--- config.mk ---
export PLATFORM = sky130hd
export DESIGN_NAME = gather_addr_decoder
export DESIGN_NICKNAME = d
export VERILOG_FILES = /design/src/rtl/gad_pkg.sv /design/src/rtl/gad_fields.sv /design/src/rtl/gad_dup_check.sv /design/src/rtl/gad_disp_collect.sv /design/src/rtl/gather_addr_decoder.sv
export SDC_FILE = /design/constraint.sdc
export NUM_CORES = 1
export LEC_CHECK = 0
export CORE_ASPECT_RATIO = 0.7
export CORE_MARGIN = 4
export CORE_UTILIZATION = 52
export DETAILED_ROUTE_END_ITERATION = 8
export GPL_TIMING_DRIVEN = 0
export MAX_ROUTING_LAYER = met4
export PLACE_DENSITY = 0.95
export SETUP_SLACK_MARGIN = 0.02
export SKIP_CTS_REPAIR_TIMING = 1
export SLEW_MARGIN = 20
export SYNTH_ARGS = -nofsm -noshare
export SYNTH_HDL_FRONTEND = slang
export SYNTH_SLANG_ARGS = --single-unit
--- constraint.sdc ---
create_clock -name clk -period 4.3 [get_ports clk]
set_input_delay 0.645 -clock clk [delete_from_list [all_inputs] [get_ports clk]]
set_output_delay 0.645 -clock clk [all_outputs]
set_load 0.02 [all_outputs]
--- src/rtl/gad_pkg.sv ---
package gad_pkg;
  typedef enum logic [1:0] {
    ST_IDLE  = 2'd0,
    ST_MODE  = 2'd1,
    ST_SIB   = 2'd2,
    ST_DISP  = 2'd3
  } gad_state_t;

  localparam logic [1:0] MOD_NODISP = 2'd0;
  localparam logic [1:0] MOD_DISP8  = 2'd1;
  localparam logic [1:0] MOD_REG    = 2'd3;
  localparam logic [2:0] RM_HAS_SIB = 3'd4;
endpackage

--- src/rtl/gad_fields.sv ---
module gad_fields #(
  parameter int RW = 4,
  parameter int SW = 3,
  parameter logic [SW-1:0] STACK_SEG = 3'd2
) (
  input  logic [7:0]    mode_byte,
  input  logic [7:0]    sib_byte,
  input  logic          ext_r,
  input  logic          ext_x,
  input  logic          ext_b,
  input  logic          seg_ovr,
  input  logic [SW-1:0] dflt_seg,
  output logic [RW-1:0] dst,
  output logic [RW-1:0] idx,
  output logic [RW-1:0] base,
  output logic [1:0]    scale,
  output logic [SW-1:0] seg
);
  always_comb begin
    dst   = RW'({ext_r, mode_byte[5:3]});
    idx   = RW'({ext_x, sib_byte[5:3]});
    base  = RW'({ext_b, sib_byte[2:0]});
    scale = sib_byte[7:6];
    if (((base == RW'(4)) || (base == RW'(5))) && !seg_ovr)
      seg = STACK_SEG;
    else
      seg = dflt_seg;
  end
endmodule

--- src/rtl/gad_dup_check.sv ---
module gad_dup_check #(
  parameter int N = 3,
  parameter int W = 4
) (
  input  logic [N-1:0][W-1:0] regs,
  output logic                dup
);
  logic [N*N-1:0] eq;

  for (genvar i = 0; i < N; i++) begin : g_row
    for (genvar j = 0; j < N; j++) begin : g_col
      if (j > i) begin : g_cmp
        assign eq[i*N+j] = (regs[i] == regs[j]);
      end else begin : g_none
        assign eq[i*N+j] = 1'b0;
      end
    end
  end

  assign dup = |eq;
endmodule

--- src/rtl/gad_disp_collect.sv ---
module gad_disp_collect #(
  parameter int NB = 4,
  localparam int PW = (NB > 1) ? $clog2(NB) : 1
) (
  input  logic          clk,
  input  logic          rst,
  input  logic          clear,
  input  logic          load,
  input  logic          sext,
  input  logic [7:0]    byte_in,
  output logic [NB*8-1:0] disp_o
);
  logic [PW-1:0] pos_q;
  logic [7:0]    lane_q [NB];

  always_ff @(posedge clk) begin
    if (rst || clear)
      pos_q <= '0;
    else if (load)
      pos_q <= pos_q + PW'(1);
  end

  for (genvar k = 0; k < NB; k++) begin : g_lane
    always_ff @(posedge clk) begin
      if (rst || clear) begin
        lane_q[k] <= 8'h00;
      end else if (load) begin
        if (sext)
          lane_q[k] <= (k == 0) ? byte_in : {8{byte_in[7]}};
        else if (pos_q == PW'(k))
          lane_q[k] <= byte_in;
      end
    end
    assign disp_o[k*8 +: 8] = lane_q[k];
  end
endmodule

--- src/rtl/gather_addr_decoder.sv ---
module gather_addr_decoder
  import gad_pkg::*;
#(
  parameter int RW = 4,
  parameter int SW = 3,
  parameter int MW = 2,
  parameter int DISP_BYTES = 4,
  parameter logic [SW-1:0] STACK_SEG = 3'd2,
  localparam int DW = DISP_BYTES * 8,
  localparam int CW = $clog2(DISP_BYTES + 1)
) (
  input  logic          clk,
  input  logic          rst,
  input  logic          start,
  input  logic          idx_wide,
  input  logic          ext_r,
  input  logic          ext_x,
  input  logic          ext_b,
  input  logic          wide_vec,
  input  logic          wide_elem,
  input  logic [RW-1:0] mask_sel,
  input  logic          seg_ovr,
  input  logic [SW-1:0] dflt_seg,
  input  logic [MW-1:0] addr_mode,
  input  logic [MW-1:0] op_mode,
  input  logic          byte_valid,
  input  logic [7:0]    byte_data,
  output logic          byte_ready,
  output logic          done,
  output logic          ud,
  output logic [RW-1:0] dst_reg,
  output logic [RW-1:0] idx_reg,
  output logic [RW-1:0] msk_reg,
  output logic [RW-1:0] base_reg,
  output logic [1:0]    scale,
  output logic [SW-1:0] eff_seg,
  output logic [MW-1:0] addr_mode_o,
  output logic [MW-1:0] op_mode_o,
  output logic          vec256,
  output logic          idx64,
  output logic          elem64,
  output logic [DW-1:0] disp
);
  gad_state_t    st_q;
  logic [7:0]    mode_q;
  logic [CW-1:0] rem_q;
  logic          conf_q;
  logic          c_ext_r, c_ext_x, c_ext_b, c_seg_ovr;
  logic [SW-1:0] c_dseg;

  logic          acc;
  logic [RW-1:0] f_dst, f_idx, f_base;
  logic [1:0]    f_scale;
  logic [SW-1:0] f_seg;
  logic          conf_now;
  logic [2:0][RW-1:0] chk_regs;

  assign byte_ready = (st_q != ST_IDLE);
  assign acc        = byte_valid && byte_ready;

  gad_fields #(.RW(RW), .SW(SW), .STACK_SEG(STACK_SEG)) u_fields (
    .mode_byte (mode_q),
    .sib_byte  (byte_data),
    .ext_r     (c_ext_r),
    .ext_x     (c_ext_x),
    .ext_b     (c_ext_b),
    .seg_ovr   (c_seg_ovr),
    .dflt_seg  (c_dseg),
    .dst       (f_dst),
    .idx       (f_idx),
    .base      (f_base),
    .scale     (f_scale),
    .seg       (f_seg)
  );

  assign chk_regs = {f_dst, f_idx, msk_reg};

  gad_dup_check #(.N(3), .W(RW)) u_dup (
    .regs (chk_regs),
    .dup  (conf_now)
  );

  gad_disp_collect #(.NB(DISP_BYTES)) u_disp (
    .clk     (clk),
    .rst     (rst),
    .clear   ((st_q == ST_MODE) && acc),
    .load    ((st_q == ST_DISP) && acc),
    .sext    (mode_q[7:6] == MOD_DISP8),
    .byte_in (byte_data),
    .disp_o  (disp)
  );

  always_ff @(posedge clk) begin
    if (rst) begin
      st_q        <= ST_IDLE;
      done        <= 1'b0;
      ud          <= 1'b0;
      mode_q      <= 8'h00;
      rem_q       <= '0;
      conf_q      <= 1'b0;
      c_ext_r     <= 1'b0;
      c_ext_x     <= 1'b0;
      c_ext_b     <= 1'b0;
      c_seg_ovr   <= 1'b0;
      c_dseg      <= '0;
      dst_reg     <= '0;
      idx_reg     <= '0;
      msk_reg     <= '0;
      base_reg    <= '0;
      scale       <= '0;
      eff_seg     <= '0;
      addr_mode_o <= '0;
      op_mode_o   <= '0;
      vec256      <= 1'b0;
      idx64       <= 1'b0;
      elem64      <= 1'b0;
    end else begin
      done <= 1'b0;
      ud   <= 1'b0;
      case (st_q)
        ST_IDLE: begin
          if (start) begin
            c_ext_r     <= ext_r;
            c_ext_x     <= ext_x;
            c_ext_b     <= ext_b;
            c_seg_ovr   <= seg_ovr;
            c_dseg      <= dflt_seg;
            msk_reg     <= mask_sel;
            addr_mode_o <= addr_mode;
            op_mode_o   <= op_mode;
            vec256      <= wide_vec;
            idx64       <= idx_wide;
            elem64      <= wide_elem;
            st_q        <= ST_MODE;
          end
        end
        ST_MODE: begin
          if (acc) begin
            mode_q <= byte_data;
            if ((byte_data[7:6] == MOD_REG) || (byte_data[2:0] != RM_HAS_SIB)) begin
              ud   <= 1'b1;
              st_q <= ST_IDLE;
            end else begin
              st_q <= ST_SIB;
            end
          end
        end
        ST_SIB: begin
          if (acc) begin
            dst_reg  <= f_dst;
            idx_reg  <= f_idx;
            base_reg <= f_base;
            scale    <= f_scale;
            eff_seg  <= f_seg;
            conf_q   <= conf_now;
            if (mode_q[7:6] == MOD_NODISP) begin
              done <= !conf_now;
              ud   <= conf_now;
              st_q <= ST_IDLE;
            end else begin
              rem_q <= (mode_q[7:6] == MOD_DISP8) ? CW'(1) : CW'(DISP_BYTES);
              st_q  <= ST_DISP;
            end
          end
        end
        default: begin
          if (acc) begin
            rem_q <= rem_q - CW'(1);
            if (rem_q == CW'(1)) begin
              done <= !conf_q;
              ud   <= conf_q;
              st_q <= ST_IDLE;
            end
          end
        end
      endcase
    end
  end


  excl_pulse_chk: assert property (@(posedge clk) disable iff (rst) !(done && ud));

  done_single_chk: assert property (@(posedge clk) disable iff (rst) done |=> !done);

  ud_single_chk: assert property (@(posedge clk) disable iff (rst) ud |=> !ud);

  regform_ud_chk: assert property (@(posedge clk) disable iff (rst)
    (st_q == ST_MODE && byte_valid && byte_data[7:6] == MOD_REG) |=> (ud && !byte_ready));

  done_distinct_chk: assert property (@(posedge clk) disable iff (rst)
    done |-> (dst_reg != idx_reg && idx_reg != msk_reg && dst_reg != msk_reg));

  stack_seg_chk: assert property (@(posedge clk) disable iff (rst)
    (done && (base_reg == RW'(4) || base_reg == RW'(5)) && !c_seg_ovr) |-> (eff_seg == STACK_SEG));

  idle_ready_chk: assert property (@(posedge clk) disable iff (rst)
    (done || ud) |-> !byte_ready);
endmodule

==> key figures <==
Critical path
  • CP Capture Type: primary output
  • R2r endpoint: u_disp.lane_q[3][4]$_DFFE_PP_
  • Reg2reg start: st_q[0]$_SDFFE_PP0P_
  • WP data arrival: roughly 2.0 ns
  • R2R setup slack: 2.14 ns
  • WP data required: 3.65 ns
  • Worst setup SP type: flip-flop
  • CP max FO: 8
  • Setup CP Type: reg2out
  • R2R cell count: 8

Detailed routing
  • Vias per cell: 5.34
  • 1st-pass router iterations: 5
  • Vias: 2951
  • Routed wire length: 9380 um
  • Routed Antenna Nets: 0
  • # DRC: 0
  • Routed length per placed instance: 17.0 um
  • Drt first-iter violations: 198

Global route
  • M3 GR Usage: 0.0970
  • GR Util met2: 0.381
  • First-pass GRT wire length: 15000 um
  • Vias in the first global route: 2982
  • Total GRT Usage: 0.240
  • M1 GR Usage: 0.295
  • Antenna violations before repair: 0
  • GRT Residual Overflow: 0
  • Largest net degree at the start of global routing: 15
  • Top Usage Layer GRT: met2

Synth
  • FFs w/ async S/R, synth: 0
  • Post-synthesis sequential area ratio: 0.549
  • Register bit count reported by yosys: around 80
  • Yosys warnings: 0
  • Primary FF master, synth: dfxtp_1
  • Number of synthesized flops with an enable pin: 32
  • Post-synth cell types: 45
  • Syn Inst Count: 358
  • Avg Inst Size Synth: 9.99 um^2
  • Synthesized Nets: 399
  • Mapped Area: roughly 0.0036 mm^2

STA
  • Clock Skews: 0.0103 ns
  • Crit path time final: 2.64 ns
  • Setup-failing EPs final: 0
  • Setup TNS: 0 ns
  • Max frequency: roughly 380 MHz
  • Period Utilization, post-route: 0.614
  • Measured slew at the worst slew-check pin: 0.535 ns
  • Final Max Slew Viols: 0
  • RSZ-0062 raised after global routing: no
  • Hold Violations, Final: 0
  • Slew HR: 0.643

Hold path
  • HP Class: reg2reg
  • Worst Hold Path Cells: 2
  • Hold path start: addr_mode_o[1]$_SDFFE_PP0P_
  • Worst hold endpoint: addr_mode_o[1]$_SDFFE_PP0P_

CTS
  • CTS tree: yes
  • CTS H-tree depth: 3
  • Max Buffers Root-to-Sink: 2
  • Clock latency on the worst-skew pair: 0.36 ns
  • CTS root buffer: clkbuf_8
  • Clock-pin slew on the worst setup and hold paths: approximately 0.080 ns
  • TritonCTS buffer count: 9
  • CTS sink count: 82

Floorplanning
  • Core Footprint: approximately 0.0065 mm^2
  • Row cnt: 24
  • Top Ports: 93
  • DIE HEIGHT: 77.4 um
  • Die ar.: 0.00829 mm^2
  • Die width: 107 um
  • Starting Density: 0.554

Pwr
  • Sw power: between 400 and 500 uW
  • Leak: ~0.002 uW
  • Power Dens Cells: between 300 and 400 mW/mm^2
  • Worst vdd ir: about 0.25 mV
  • Clock power share: 0.370
  • Sequential group share of total power: 0.488
  • Comb power frac: 0.142
  • Int Pwr: 1310 uW
  • Power consumption: 1760 uW
  • Net Sw Frac: 0.257

Flow run
  • Max-cap violation count: 0

Place
  • Post-DP HPWL: 6780 um
  • Routability congestion estimate: 0.988
  • Port bufs: 88

Finish
  • Share of layout cells above drive strength 1: 0.0736
  • Top flop regs: u_disp.lane_q x32, mode_q x5
  • Storage element area: around 0.0020 mm^2
  • Most common cell after layout, fill and taps aside: clkdlybuf4s50_1
  • Multi-input logic area: 0.00146 mm^2
  • Area growth, synth to finish: 34.4%
  • Most flop-heavy register: u_disp.lane_q
  • Nets: 498
  • FILL cells: 467
  • Largest register FFs: 32
  • N_diodes: 0
  • Commonest non-fill, non-tap cells in the layout: clkdlybuf4s50_1, nand2_1, dfxtp_1

Outcome
  • Status: finished, final reports clean
==> synthesized netlist by cell type, types with 2 or more instances <==
cell type | instances | area share
mux2i_1 | 6 | 0.017
and2_1 | 10 | 0.017
nand3b_1 | 3 | 0.0063
nor2_1 | 18 | 0.019
a211oi_1 | 2 | 0.0042
nor3_1 | 5 | 0.0070
clkbuf_1 | 11 | 0.012
a22oi_1 | 2 | 0.0042
a21oi_1 | 37 | 0.052
o21a_1 | 2 | 0.0042
buf_2 | 9 | 0.013
edfxtp_1 | 32 | 0.27
nor4_2 | 3 | 0.010
and3b_1 | 2 | 0.0049
ha_1 | 11 | 0.038
inv_1 | 10 | 0.010
nand2b_1 | 5 | 0.0087
buf_6 | 2 | 0.0063
a21o_1 | 21 | 0.044
or4_1 | 2 | 0.0042
xnor2_1 | 2 | 0.0049
dfxtp_1 | 50 | 0.28
xor2_1 | 12 | 0.029
o21ai_0 | 6 | 0.0084
nor2b_1 | 3 | 0.0052
nand2_1 | 73 | 0.077
==> how the worst max path moves through the flow <==
stage,startpoint,end,slack (ns)
2_1_floorplan,st_q[0]$_SDFFE_PP0P_,u_disp.lane_q[2][0]$_SDFFCE_PN0P_,2.43
3_3_place_gp,byte_valid,u_disp.lane_q[3][4]$_DFFE_PP_,1.87
3_5_place_dp,byte_valid,u_disp.lane_q[3][0]$_DFFE_PP_,1.83
4_1_cts,st_q[0]$_SDFFE_PP0P_,byte_ready,1.65
5_1_grt,st_q[0]$_SDFFE_PP0P_,byte_ready,1.53
6_report,st_q[0]$_SDFFE_PP0P_,byte_ready,1.66
==> layout make-up <==
class / instances / area share
clock inverters: 5 / 0.0172
well taps: 91 / 0.0237
clock buffers: 11 / 0.0318
flip-flops and latches: 82 / 0.408
plain buffers: 24 / 0.0250
repair buffers: 88 / 0.183
multi-input cells: 242 / 0.303
inverters: 10 / 0.00781
==> metal layers <==
layer,part of all wire,vias up
li1,-,1416
met1,0.41,1369
met2,0.48,156
met3,0.11,10
met4,0.0095,0
met5,0,-
==> power by group through the flow <==
| stage | clock network, uW | logic, uW | registers, uW |
|---|---|---|---|
| 6_report | 652 | 251 | 862 |
| 3_3_place_gp | 0 | 237 | 878 |
| 5_1_grt | 699 | 270 | 866 |
| 4_1_cts | 659 | 250 | 862 |
| 2_1_floorplan | 0 | 109 | 904 |
| 3_5_place_dp | 0 | 246 | 880 |
==> kinds of logic after synthesis <==
kind of cell,synth area share
AO/OA/AOI/OAI,0.138
XOR/XNOR,0.0343
adder cells (fa/ha/maj),0.0385
buffers and inverters,0.0441
flip-flops,0.549
multiplexers,0.0168
AND/OR/NAND/NOR,0.179
==> critical path, stage by stage, from the launching register on <==
cell and delay (ns):
dfxtp_1 0.39, inv_1 0.12, ha_1 0.32, inv_1 0.17
clkdlybuf4s50_1 0.64
==> per-stage QoR <==
stage          worst slack, ns  hold slack [ns]  instances   util  instance area [um^2]
2_1_floorplan             2.43            0.431        358      -                  3580
3_3_place_gp              1.87            0.441        537  0.708                  4570
3_5_place_dp              1.83            0.448        537  0.708                  4570
4_1_cts                   1.65            0.457        553  0.744                  4810
5_1_grt                   1.53            0.477        553  0.744                  4810
6_report                  1.66            0.456        553  0.744                  4810
Power figures use the tool's default switching activity.
